===== src/rtl/oc_thr_pkg.sv =====
package oc_thr_pkg;
   localparam int ADDR_CTRL   = 0;
   localparam int ADDR_THRESH = 1;
   localparam int ADDR_FILTER = 2;
   localparam int ADDR_HOLD   = 3;
   localparam int ADDR_IRQCLR = 4;

   localparam int CTRL_POL_BIT = 0;
   localparam int CTRL_IEN_BIT = 1;
   localparam int CLR_BIT      = 0;

   typedef struct packed {
      logic pol_low;
      logic irq_en;
   } oc_ctrl_t;
endpackage


===== src/rtl/oc_thr_regs.sv =====
module oc_thr_regs
   import oc_thr_pkg::*;
#(
   parameter int DATA_W = 32,
   parameter int ADDR_W = 3,
   parameter int CNT_W  = 8,
   parameter int FILT_W = 24,
   parameter int HOLD_W = 16
) (
   input  logic              clk,
   input  logic              rst_n,
   input  logic              wr_en,
   input  logic [ADDR_W-1:0] wr_addr,
   input  logic [DATA_W-1:0] wr_data,
   output oc_ctrl_t          ctrl,
   output logic [CNT_W-1:0]  thresh,
   output logic [FILT_W-1:0] filt_len,
   output logic [HOLD_W-1:0] hold_us,
   output logic              irq_clr
);
   logic unused_wdata;
   assign unused_wdata = ^wr_data;

   always_ff @(posedge clk or negedge rst_n) begin
      if (!rst_n) begin
         ctrl     <= '0;
         thresh   <= '0;
         filt_len <= '0;
         hold_us  <= '0;
      end else if (wr_en) begin
         case (int'(wr_addr))
            ADDR_CTRL: begin
               ctrl.pol_low <= wr_data[CTRL_POL_BIT];
               ctrl.irq_en  <= wr_data[CTRL_IEN_BIT];
            end
            ADDR_THRESH: thresh   <= wr_data[CNT_W-1:0];
            ADDR_FILTER: filt_len <= wr_data[FILT_W-1:0];
            ADDR_HOLD:   hold_us  <= wr_data[HOLD_W-1:0];
            default: ;
         endcase
      end
   end

   assign irq_clr = wr_en && (int'(wr_addr) == ADDR_IRQCLR) && wr_data[CLR_BIT];
endmodule


===== src/rtl/oc_alarm_front.sv =====
module oc_alarm_front #(
   parameter int SYNC_STAGES = 2
) (
   input  logic clk,
   input  logic rst_n,
   input  logic alarm_raw,
   input  logic pol_low,
   output logic act_q,
   output logic rise,
   output logic fall
);
   logic [SYNC_STAGES-1:0] sync_q;
   logic                   act;

   always_ff @(posedge clk or negedge rst_n) begin
      if (!rst_n) sync_q <= '0;
      else        sync_q <= {sync_q[SYNC_STAGES-2:0], alarm_raw};
   end

   assign act = sync_q[SYNC_STAGES-1] ^ pol_low;

   always_ff @(posedge clk or negedge rst_n) begin
      if (!rst_n) act_q <= 1'b0;
      else        act_q <= act;
   end

   assign rise = act & ~act_q;
   assign fall = ~act & act_q;

   // the registered level follows the normalised level one edge later
   p_act_follow_r2: assert property (@(posedge clk) disable iff (!rst_n)
      rise |=> act_q);
   p_fall_drop_r2: assert property (@(posedge clk) disable iff (!rst_n)
      fall |=> !act_q);
endmodule


===== src/rtl/oc_event_track.sv =====
module oc_event_track #(
   parameter int CNT_W  = 8,
   parameter int FILT_W = 24
) (
   input  logic              clk,
   input  logic              rst_n,
   input  logic              rise,
   input  logic              irq_en,
   input  logic [CNT_W-1:0]  thresh,
   input  logic [FILT_W-1:0] filt_len,
   input  logic              irq_clr,
   output logic [CNT_W-1:0]  count,
   output logic              irq_flag
);
   localparam logic [CNT_W-1:0] CNT_MAX = {CNT_W{1'b1}};

   logic [FILT_W-1:0] quiet_q;
   logic              expire;
   logic [CNT_W-1:0]  count_nx;
   logic              trig;

   assign expire = (filt_len != '0) && !rise && (quiet_q >= filt_len - 1'b1);

   always_comb begin
      if (rise)        count_nx = (count == CNT_MAX) ? CNT_MAX : count + 1'b1;
      else if (expire) count_nx = '0;
      else             count_nx = count;
   end

   assign trig = rise && irq_en && (count_nx > thresh);

   always_ff @(posedge clk or negedge rst_n) begin
      if (!rst_n) begin
         quiet_q  <= '0;
         count    <= '0;
         irq_flag <= 1'b0;
      end else begin
         quiet_q  <= (rise || expire || filt_len == '0) ? '0 : quiet_q + 1'b1;
         count    <= count_nx;
         irq_flag <= trig | (irq_flag & ~irq_clr);
      end
   end

   p_count_step_r4: assert property (@(posedge clk) disable iff (!rst_n)
      (rise && count != CNT_MAX) |=> count == $past(count) + 1'b1);
   p_count_sat_r4: assert property (@(posedge clk) disable iff (!rst_n)
      (rise && count == CNT_MAX) |=> count == CNT_MAX);
   p_irq_off_r6: assert property (@(posedge clk) disable iff (!rst_n)
      (!irq_en && !irq_flag) |=> !irq_flag);
   p_irq_sticky_r7: assert property (@(posedge clk) disable iff (!rst_n)
      (irq_flag && !irq_clr) |=> irq_flag);
   p_filt_off_r8: assert property (@(posedge clk) disable iff (!rst_n)
      (filt_len == '0 && !rise) |=> $stable(count));
endmodule


===== src/rtl/oc_hold_timer.sv =====
module oc_hold_timer #(
   parameter int HOLD_W      = 16,
   parameter int CLKS_PER_US = 100
) (
   input  logic              clk,
   input  logic              rst_n,
   input  logic              fall,
   input  logic [HOLD_W-1:0] hold_us,
   output logic              busy
);
   logic              tick;
   logic [HOLD_W-1:0] hold_q;

   generate
      if (CLKS_PER_US == 1) begin : g_direct
         assign tick = 1'b1;
      end else begin : g_prescale
         localparam int PRE_W = $clog2(CLKS_PER_US);
         localparam logic [PRE_W-1:0] PRE_LAST = PRE_W'(CLKS_PER_US - 1);
         logic [PRE_W-1:0] pre_q;
         assign tick = (pre_q == PRE_LAST);
         always_ff @(posedge clk or negedge rst_n) begin
            if (!rst_n)     pre_q <= '0;
            else if (fall)  pre_q <= '0;
            else if (tick)  pre_q <= '0;
            else            pre_q <= pre_q + 1'b1;
         end
      end
   endgenerate

   always_ff @(posedge clk or negedge rst_n) begin
      if (!rst_n)                    hold_q <= '0;
      else if (fall)                 hold_q <= hold_us;
      else if (tick && hold_q != '0) hold_q <= hold_q - 1'b1;
   end

   assign busy = (hold_q != '0);

   p_hold_load_r10: assert property (@(posedge clk) disable iff (!rst_n)
      fall |=> hold_q == $past(hold_us));
   p_hold_down_r9: assert property (@(posedge clk) disable iff (!rst_n)
      (!fall && hold_q != '0) |=> hold_q <= $past(hold_q));
endmodule


===== src/rtl/oc_throttle_ctrl.sv =====
module oc_throttle_ctrl
   import oc_thr_pkg::*;
#(
   parameter int DATA_W      = 32,
   parameter int ADDR_W      = 3,
   parameter int CNT_W       = 8,
   parameter int FILT_W      = 24,
   parameter int HOLD_W      = 16,
   parameter int CLKS_PER_US = 100,
   parameter int SYNC_STAGES = 2
) (
   input  logic              clk,
   input  logic              rst_n,
   input  logic              alarm_i,
   input  logic              wr_en,
   input  logic [ADDR_W-1:0] wr_addr,
   input  logic [DATA_W-1:0] wr_data,
   output logic              throttle_o,
   output logic              irq_o,
   output logic [CNT_W-1:0]  evt_count_o
);
   generate
      if (DATA_W < CNT_W || DATA_W < FILT_W || DATA_W < HOLD_W || DATA_W < 2) begin : g_bad_data
         $error("DATA_W too narrow for the configured fields");
      end
      if (ADDR_W < 3) begin : g_bad_addr
         $error("ADDR_W must be at least 3");
      end
      if (CNT_W < 2 || FILT_W < 1 || HOLD_W < 1) begin : g_bad_width
         $error("field widths out of range");
      end
      if (CLKS_PER_US < 1) begin : g_bad_pre
         $error("CLKS_PER_US must be at least 1");
      end
      if (SYNC_STAGES < 2) begin : g_bad_sync
         $error("SYNC_STAGES must be at least 2");
      end
   endgenerate

   oc_ctrl_t          ctrl;
   logic [CNT_W-1:0]  thresh;
   logic [FILT_W-1:0] filt_len;
   logic [HOLD_W-1:0] hold_us;
   logic              irq_clr;
   logic              act_q, rise, fall, hold_busy;

   oc_thr_regs #(
      .DATA_W(DATA_W), .ADDR_W(ADDR_W), .CNT_W(CNT_W), .FILT_W(FILT_W), .HOLD_W(HOLD_W)
   ) u_regs (
      .clk(clk), .rst_n(rst_n), .wr_en(wr_en), .wr_addr(wr_addr), .wr_data(wr_data),
      .ctrl(ctrl), .thresh(thresh), .filt_len(filt_len), .hold_us(hold_us), .irq_clr(irq_clr)
   );

   oc_alarm_front #(.SYNC_STAGES(SYNC_STAGES)) u_front (
      .clk(clk), .rst_n(rst_n), .alarm_raw(alarm_i), .pol_low(ctrl.pol_low),
      .act_q(act_q), .rise(rise), .fall(fall)
   );

   oc_event_track #(.CNT_W(CNT_W), .FILT_W(FILT_W)) u_track (
      .clk(clk), .rst_n(rst_n), .rise(rise), .irq_en(ctrl.irq_en), .thresh(thresh),
      .filt_len(filt_len), .irq_clr(irq_clr), .count(evt_count_o), .irq_flag(irq_o)
   );

   oc_hold_timer #(.HOLD_W(HOLD_W), .CLKS_PER_US(CLKS_PER_US)) u_hold (
      .clk(clk), .rst_n(rst_n), .fall(fall), .hold_us(hold_us), .busy(hold_busy)
   );

   assign throttle_o = act_q | hold_busy;

   // a deasserting alarm never drops the throttle on the next edge while hold is set
   p_hold_bridge_r9: assert property (@(posedge clk) disable iff (!rst_n)
      (fall && hold_us != '0) |=> throttle_o);
   // a write-one-to-clear with no new event empties the flag
   p_clear_r7: assert property (@(posedge clk) disable iff (!rst_n)
      (irq_clr && !rise) |=> !irq_o);
endmodule


===== config.mk =====
export PLATFORM = sky130hd
export DESIGN_NAME = oc_throttle_ctrl
export DESIGN_NICKNAME = d
export VERILOG_FILES = /design/src/rtl/oc_thr_pkg.sv /design/src/rtl/oc_thr_regs.sv /design/src/rtl/oc_alarm_front.sv /design/src/rtl/oc_event_track.sv /design/src/rtl/oc_hold_timer.sv /design/src/rtl/oc_throttle_ctrl.sv
export SDC_FILE = /design/constraint.sdc
export NUM_CORES = 1
export LEC_CHECK = 0
export BUFFER_PORTS_ARGS = -buffer_cell sky130_fd_sc_hd__buf_4
export CAP_MARGIN = 20
export CORE_UTILIZATION = 56
export CTS_BUF_LIST = sky130_fd_sc_hd__clkbuf_8
export DETAILED_ROUTE_END_ITERATION = 10
export PLACE_DENSITY = 0.75
export SETUP_SLACK_MARGIN = 0.4
export SYNTH_ARGS = -nofsm -noshare
export SYNTH_HDL_FRONTEND = slang
export SYNTH_SLANG_ARGS = --single-unit

===== constraint.sdc =====
create_clock -name clk -period 3.9 [get_ports clk]
set_input_delay 0.39 -clock clk [delete_from_list [all_inputs] [get_ports clk]]
set_output_delay 0.39 -clock clk [all_outputs]
set_load 0.01 [all_outputs]

# Word-level counts from Yosys, hierarchy flattened
# Index checks and enable logic that the tools add are counted.
# classes
magnitude_cmp,2
add_sub_neg,5
n_eq_ne,6
mux,8
bitwise_logic,9
n_reduce_logical,19
# op_table
op,count
16-bit two-way mux,2
24-bit by 1-bit adder with 24-bit output (second input constant),1
24-bit greater-or-equal comparator,1
24-bit logical NOT,1
24-bit two-way mux,1
8-bit two-way mux,3
24-bit nonzero test,1
24-bit by 1-bit subtractor with 24-bit output (second input constant),1
16-bit nonzero test,1
16-bit by 1-bit subtractor with 16-bit output (second input constant),1
7-bit two-way mux,2
8-bit by 1-bit adder with 8-bit output (second input constant),1
8-bit == test (second input constant),1
8-bit greater-than comparator,1
2-bit AND reduction,4
7-bit by 1-bit adder with 7-bit output (second input constant),1
7-bit == test (second input constant),1
1-bit logical AND,7
3-bit by 2-bit == test with 1-bit output (second input constant),2
1-bit AND,3
3-bit by 1-bit == test with 1-bit output (second input constant),1
3-bit == test (second input constant),1
3-bit logical NOT,1
1-bit inverter,3
other kinds (5),7
# word_totals
register_bits,109
word_cells,61

# Logic depth before layout (Yosys ltp)
# depth
ltp_word,10
depth_mapped,21
ltp_nobuf,21

# Cells and area by module
# From an unflattened synthesis, not the netlist that was laid out.
# unflattened
hier_cells,590
area_unflattened_um2,6193.4
# by_module_without_submodules
mod,cells_each,area_per_inst_um2,seq_area_each_um2,n_inst
oc_event_track,319,2796.4,825.8,1
oc_thr_regs,111,1923.1,1251.2,1
oc_hold_timer,152,1370.1,575.6,1
oc_alarm_front,7,97.6,75.1,1
oc_throttle_ctrl,1,6.3,0.0,1

# Worst setup path after synthesis
# Ideal clock, no wire load.
# synth_timing
path_kind,register to register
from,register u_regs.filt_len[11]
to,register u_track.irq_flag
path_slack_ps,-300
arrival_ps,4078
path_stages_with_launch,20
period_less_slack_ps,4200
t_required_ps,3778
n_path_buf,0
cell_sequence,dfrtp_1 -> or4_4 -> nor4_4 -> and2_2 -> nand2_1 -> nor3_2 -> xnor2_1 -> ha_1 -> a21o_1 -> a21o_1 -> a222oi_1 -> a21boi_4 -> nand2_4 -> a21oi_1 -> ha_1 -> a21o_1 -> a21o_1 -> a21oi_1 -> o21ai_0 -> a32o_1
# synth_via
elab_chain_len,8
word_cells_on_any_way,10
# synth_lines
item,line,rtl
start: declaration,oc_thr_regs.sv:17,"output logic [FILT_W-1:0] filt_len,"
start signal: assignment,oc_thr_regs.sv:37,ADDR_FILTER: filt_len <= wr_data[FILT_W-1:0];
24-bit by 1-bit subtractor with 24-bit output / 24-bit nonzero test (equally long branches),oc_event_track.sv:22,assign expire = (filt_len != '0) && !rise && (quiet_q >= filt_len - 1'b1);
24-bit greater-or-equal comparator / 1-bit logical AND (equally long branches),oc_event_track.sv:22,
1-bit logical AND *,oc_event_track.sv:22,
8-bit two-way mux *,oc_event_track.sv:26,else if (expire) count_nx = '0;
8-bit two-way mux *,oc_event_track.sv:25,if (rise) count_nx = (count == CNT_MAX) ? CNT_MAX : count + 1'b1;
via u_track.count_nx[5],oc_event_track.sv:19,logic [CNT_W-1:0] count_nx;
8-bit greater-than comparator *,oc_event_track.sv:30,assign trig = rise && irq_en && (count_nx > thresh);
1-bit logical AND *,oc_event_track.sv:30,
1-bit bitwise OR *,oc_event_track.sv:40,irq_flag <= trig | (irq_flag & ~irq_clr);
end signal: assignment,oc_event_track.sv:40,
end: declaration,oc_event_track.sv:13,output logic irq_flag
# Mark *: on every way through the listed nets, which the timed path passes. The rest lies on a longest branch.
# A chain may end at the register's enable or synchronous reset.

# Worst setup path in the final report
# Same ends and word-level chain as after synthesis.

==> flow_summary.yaml <==
outcome:
  outcome: "finished, violations left"
  violations: "setup timing"
critical_path:
  crit_start: "u_regs.filt_len[11]"
  cp_top_family: "compound AO/OA/AOI/OAI gates"
  critical_path_required_ns: 4.19
  setup.worst_path.class: "flop to flop"
  end_kind: "flop"
  timing.rr.start: "u_regs.filt_len[11]"
  critical_path.max_fanout: 7
  arrival_ns: 4.69
  crit-reg2reg-capture: "u_track.irq_flag"
  cp_max_delay_cell: "sky130_fd_sc_hd__or4_4"
  critPathBufInv: 2
  path_depth: 20
  crit_path_cell_trace: "or4_4, nor4_4, buf_4, and2_4, buf_4, nand2_1, xor2_2, ha_1, a21oi_1, o21ai_0, a222oi_1, a21boi_4, nand2_4, a21oi_4, ha_4, a21o_1, a21o_1, a21oi_1, o21ai_1, a32o_1"
  worst_r2r_path_depth: 20
  setup_slack_of_the_worst_register_to_register_path_ns: -0.50
  endpoint: "u_track.irq_flag"
  critPathLaunchType: "flop"
  critPathMaxStageDelay_ns: 0.55
layout:
  utilization_pct: 69.7
  final-instance-count-excl-fill: 802
  antenna_cells_inserted: 0
  area_delta_synth_final_pct: 20.1
  commonest_cells_after_routing_fill_and_taps_aside: "sky130_fd_sc_hd__dfrtp_1, sky130_fd_sc_hd__buf_4, sky130_fd_sc_hd__nor2_1"
  post_route_cells_drive_above_1_share_pct: 30.6
  layout_commonest_cell: "sky130_fd_sc_hd__dfrtp_1"
  finish.net_count: 737
  finish.instance_area_um2: 7230
  layout.filler_cells: 778
yosys:
  post_synth_num_cell_types: 65
  synthesis.instances: 571
  synthesis.area_per_instance_um2: 10.5
  ys_dominant_reg_cell: "sky130_fd_sc_hd__dfrtp_1"
  postSynthNetCount: 647
  synth-edff-count: 0
  synth_seq_area_share_pct: 45.3
  synthesis.yosys.warnings: 0
  syn-cell-area_um2: 6020
  synth-seq-cells: 109
  async_flop_share_pct: 100
global_routing:
  grt_antenna_before_repair: 0
  grt_first_pass_wirelength_um: 21900
  grt_overflow: 0
  groute.usage.overall_pct: 25.2
  grt_max_degree: 62
  number_of_global_route_vias_before_repair: 4599
sta:
  setup_viols_final: 1
  whs_ns: 0.0594
  max_frequency_mhz: 227
  tightest_slew_ns: 0.829
  final_count_of_pins_violating_max_slew: 0
  fin_ws_ns: -0.502
  slew-limit-headroom_pct: 44.6
  grt_setup_unrepaired: "yes"
  finalClockSkew_ns: 0.0102
  timing.final.crit_share_pct: 113
  finalHoldViolations: 0
  fin_crit_ns: 4.40
clock_network:
  clock_insertion_delay_worst_skew_ns: 0.39
  cts_root_buf: "sky130_fd_sc_hd__clkbuf_8"
  clock_transition_at_the_register_clock_pins_on_the_worst_setup_and_hold_paths_after_cts_ns: 0.10
  max-clock-path-buffers: 2
  tritoncts: "yes"
  cts_inserted_buffers: 9
  holdBufCountCts: 0
  clkSinkCount: 109
  cts-htree-levels: 3
place:
  placed_area_um2: 6750
  numPlacedInstances: 776
  numPortBuffers: 40
  worst_slack_after_detailed_placement_ns: -0.542
  gp_congestion: 0.856
  hpwl_um: 9650
floorplanning:
  die-area_um2: 11200
  ios: 49
  core-area_um2: 10400
  width_of_the_die_um: 106
  die_height_um: 106
  std_cell_rows: 37
  start_util_pct: 58.1
route:
  post_drt_via_cell_ratio: 5.58
  routed-via-count: 4472
  final_antenna_net_count: 0
  drc_errors: 0
  finalWirelength_um: 13000
  routed_wire_length_per_instance_um: 16.3
  first_pass_iters: 4
  drt_first_iter_violations: 222
power:
  power_leakage_uw: 0.00325
  power.ir.vdd_worst_mv: 0.497
  power_density_nw_per_um2: 502
hold_path:
  hold_path_class: "input port to asynchronous set/reset pin"
flow_run:
  drv.max_cap_violation_count: 0
==> layer usage <==
layer / GRT usage, % / vias to the layer above / part of all wire [%]
met4: 9.13 / 0 / 1.3
li1: - / 2189 / -
met3: 5.01 / 13 / 2.9
met5: 0 / - / 0
met1: 32.7 / 2202 / 46
met2: 42.0 / 68 / 50
==> registers in the layout, indices dropped and copies added, names as in the netlist <==
name	flops
u_regs.filt_len	24
u_track.quiet_q	24
u_hold.hold_q	16
u_regs.hold_us	16
u_regs.thresh	8
u_track.count	8
u_hold.g_prescale.pre_q	7
u_front.sync_q	2
u_regs.ctrl	2
u_front.act_q	1
u_track.irq_flag	1
==> where the power goes <==
part	internal, µW	leakage [µW]	switching, µW
Combinational	629	0.00177	608
Clock	366	0.000114	395
Sequential	1390	0.00136	245
==> worst reg2reg max path, cell delays in order, from the launching register on <==
cell,delay (ns)
sky130_fd_sc_hd__dfrtp_1,0.39
sky130_fd_sc_hd__or4_4,0.55
sky130_fd_sc_hd__nor4_4,0.16
sky130_fd_sc_hd__buf_4,0.14
sky130_fd_sc_hd__and2_4,0.16
sky130_fd_sc_hd__buf_4,0.13
sky130_fd_sc_hd__nand2_1,0.08
sky130_fd_sc_hd__xor2_2,0.16
sky130_fd_sc_hd__ha_1,0.30
sky130_fd_sc_hd__a21oi_1,0.16
sky130_fd_sc_hd__o21ai_0,0.14
sky130_fd_sc_hd__a222oi_1,0.34
sky130_fd_sc_hd__a21boi_4,0.31
sky130_fd_sc_hd__nand2_4,0.13
sky130_fd_sc_hd__a21oi_4,0.19
sky130_fd_sc_hd__ha_4,0.22
sky130_fd_sc_hd__a21o_1,0.15
sky130_fd_sc_hd__a21o_1,0.17
sky130_fd_sc_hd__a21oi_1,0.11
sky130_fd_sc_hd__o21ai_1,0.08
sky130_fd_sc_hd__a32o_1,0.24
==> synth_stat cells (3+ instances only) <==
| library cell | instances | share of area (%) |
|---|---|---|
| sky130_fd_sc_hd__a21o_1 | 5 | 0.62 |
| sky130_fd_sc_hd__a21oi_1 | 32 | 2.7 |
| sky130_fd_sc_hd__a31oi_1 | 3 | 0.31 |
| sky130_fd_sc_hd__and3_1 | 5 | 0.52 |
| sky130_fd_sc_hd__clkbuf_1 | 7 | 0.44 |
| sky130_fd_sc_hd__dfrtp_1 | 109 | 45 |
| sky130_fd_sc_hd__ha_1 | 37 | 7.7 |
| sky130_fd_sc_hd__inv_1 | 17 | 1.1 |
| sky130_fd_sc_hd__mux2_2 | 42 | 7.9 |
| sky130_fd_sc_hd__nand2_1 | 41 | 2.6 |
| sky130_fd_sc_hd__nand2b_1 | 5 | 0.52 |
| sky130_fd_sc_hd__nand3_1 | 17 | 1.4 |
| sky130_fd_sc_hd__nand3b_1 | 4 | 0.50 |
| sky130_fd_sc_hd__nand4_1 | 14 | 1.5 |
| sky130_fd_sc_hd__nor2_1 | 76 | 4.7 |
| sky130_fd_sc_hd__nor2b_1 | 5 | 0.52 |
| sky130_fd_sc_hd__nor3_1 | 6 | 0.50 |
| sky130_fd_sc_hd__nor4_1 | 6 | 0.62 |
| sky130_fd_sc_hd__nor4_2 | 3 | 0.62 |
| sky130_fd_sc_hd__o21ai_0 | 16 | 1.3 |
| sky130_fd_sc_hd__xnor2_1 | 34 | 4.9 |
| sky130_fd_sc_hd__xor2_1 | 29 | 4.2 |
==> worst min-delay path by stage <==
stage	to	cells past startpoint	start	slack, ns
after floorplan	u_front.act_q	0	rst_n	0.09
after global placement	u_front.sync_q[1]	0	u_front.sync_q[0]	0.33
after detailed placement	u_front.sync_q[1]	0	u_front.sync_q[0]	0.34
after CTS	u_front.sync_q[0]	1	alarm_i	0.07
after global routing	u_front.sync_q[0]	1	alarm_i	0.07
final	u_hold.g_prescale.pre_q[3]	1	rst_n	0.06
==> cell type report <==
| type | instances | area, µm² | area share (%) |
|---|---|---|---|
| sequential | 109 | 2730 | 37.7 |
| multi-input combinational | 434 | 3330 | 46.1 |
| tap | 136 | 170 | 2.35 |
| clock inverter | 7 | 96.3 | 1.33 |
| clock buffer | 9 | 124 | 1.71 |
| inverter | 17 | 63.8 | 0.883 |
| timing repair buffer | 90 | 716 | 9.90 |
==> cell families after synthesis <==
| family | synth area share (%) |
|---|---|
| xor+xnor | 9.43 |
| compound gates | 8.64 |
| flops | 45.3 |
| buf+inv | 1.91 |
| simple gates | 19.0 |
| fa+ha+maj | 7.69 |
| mux | 8.02 |
==> per-stage QoR <==
step                total power, µW  TNS (ns)
global placement               2690    -0.332
detailed placement             2760    -0.542
global route                   3870    -0.706
CTS                            3580    -0.524
floorplan                      2350    -0.253
finish                         3630    -0.502
==> what timing repair did <==
item | in CTS | in global routing
pin swaps | 14 | 20
gates resized for setup | 14 | 25
setup endpoints to repair | 29 | 33
setup buffers | 5 | 4
Note: power is estimated with default switching activity, not from simulation.
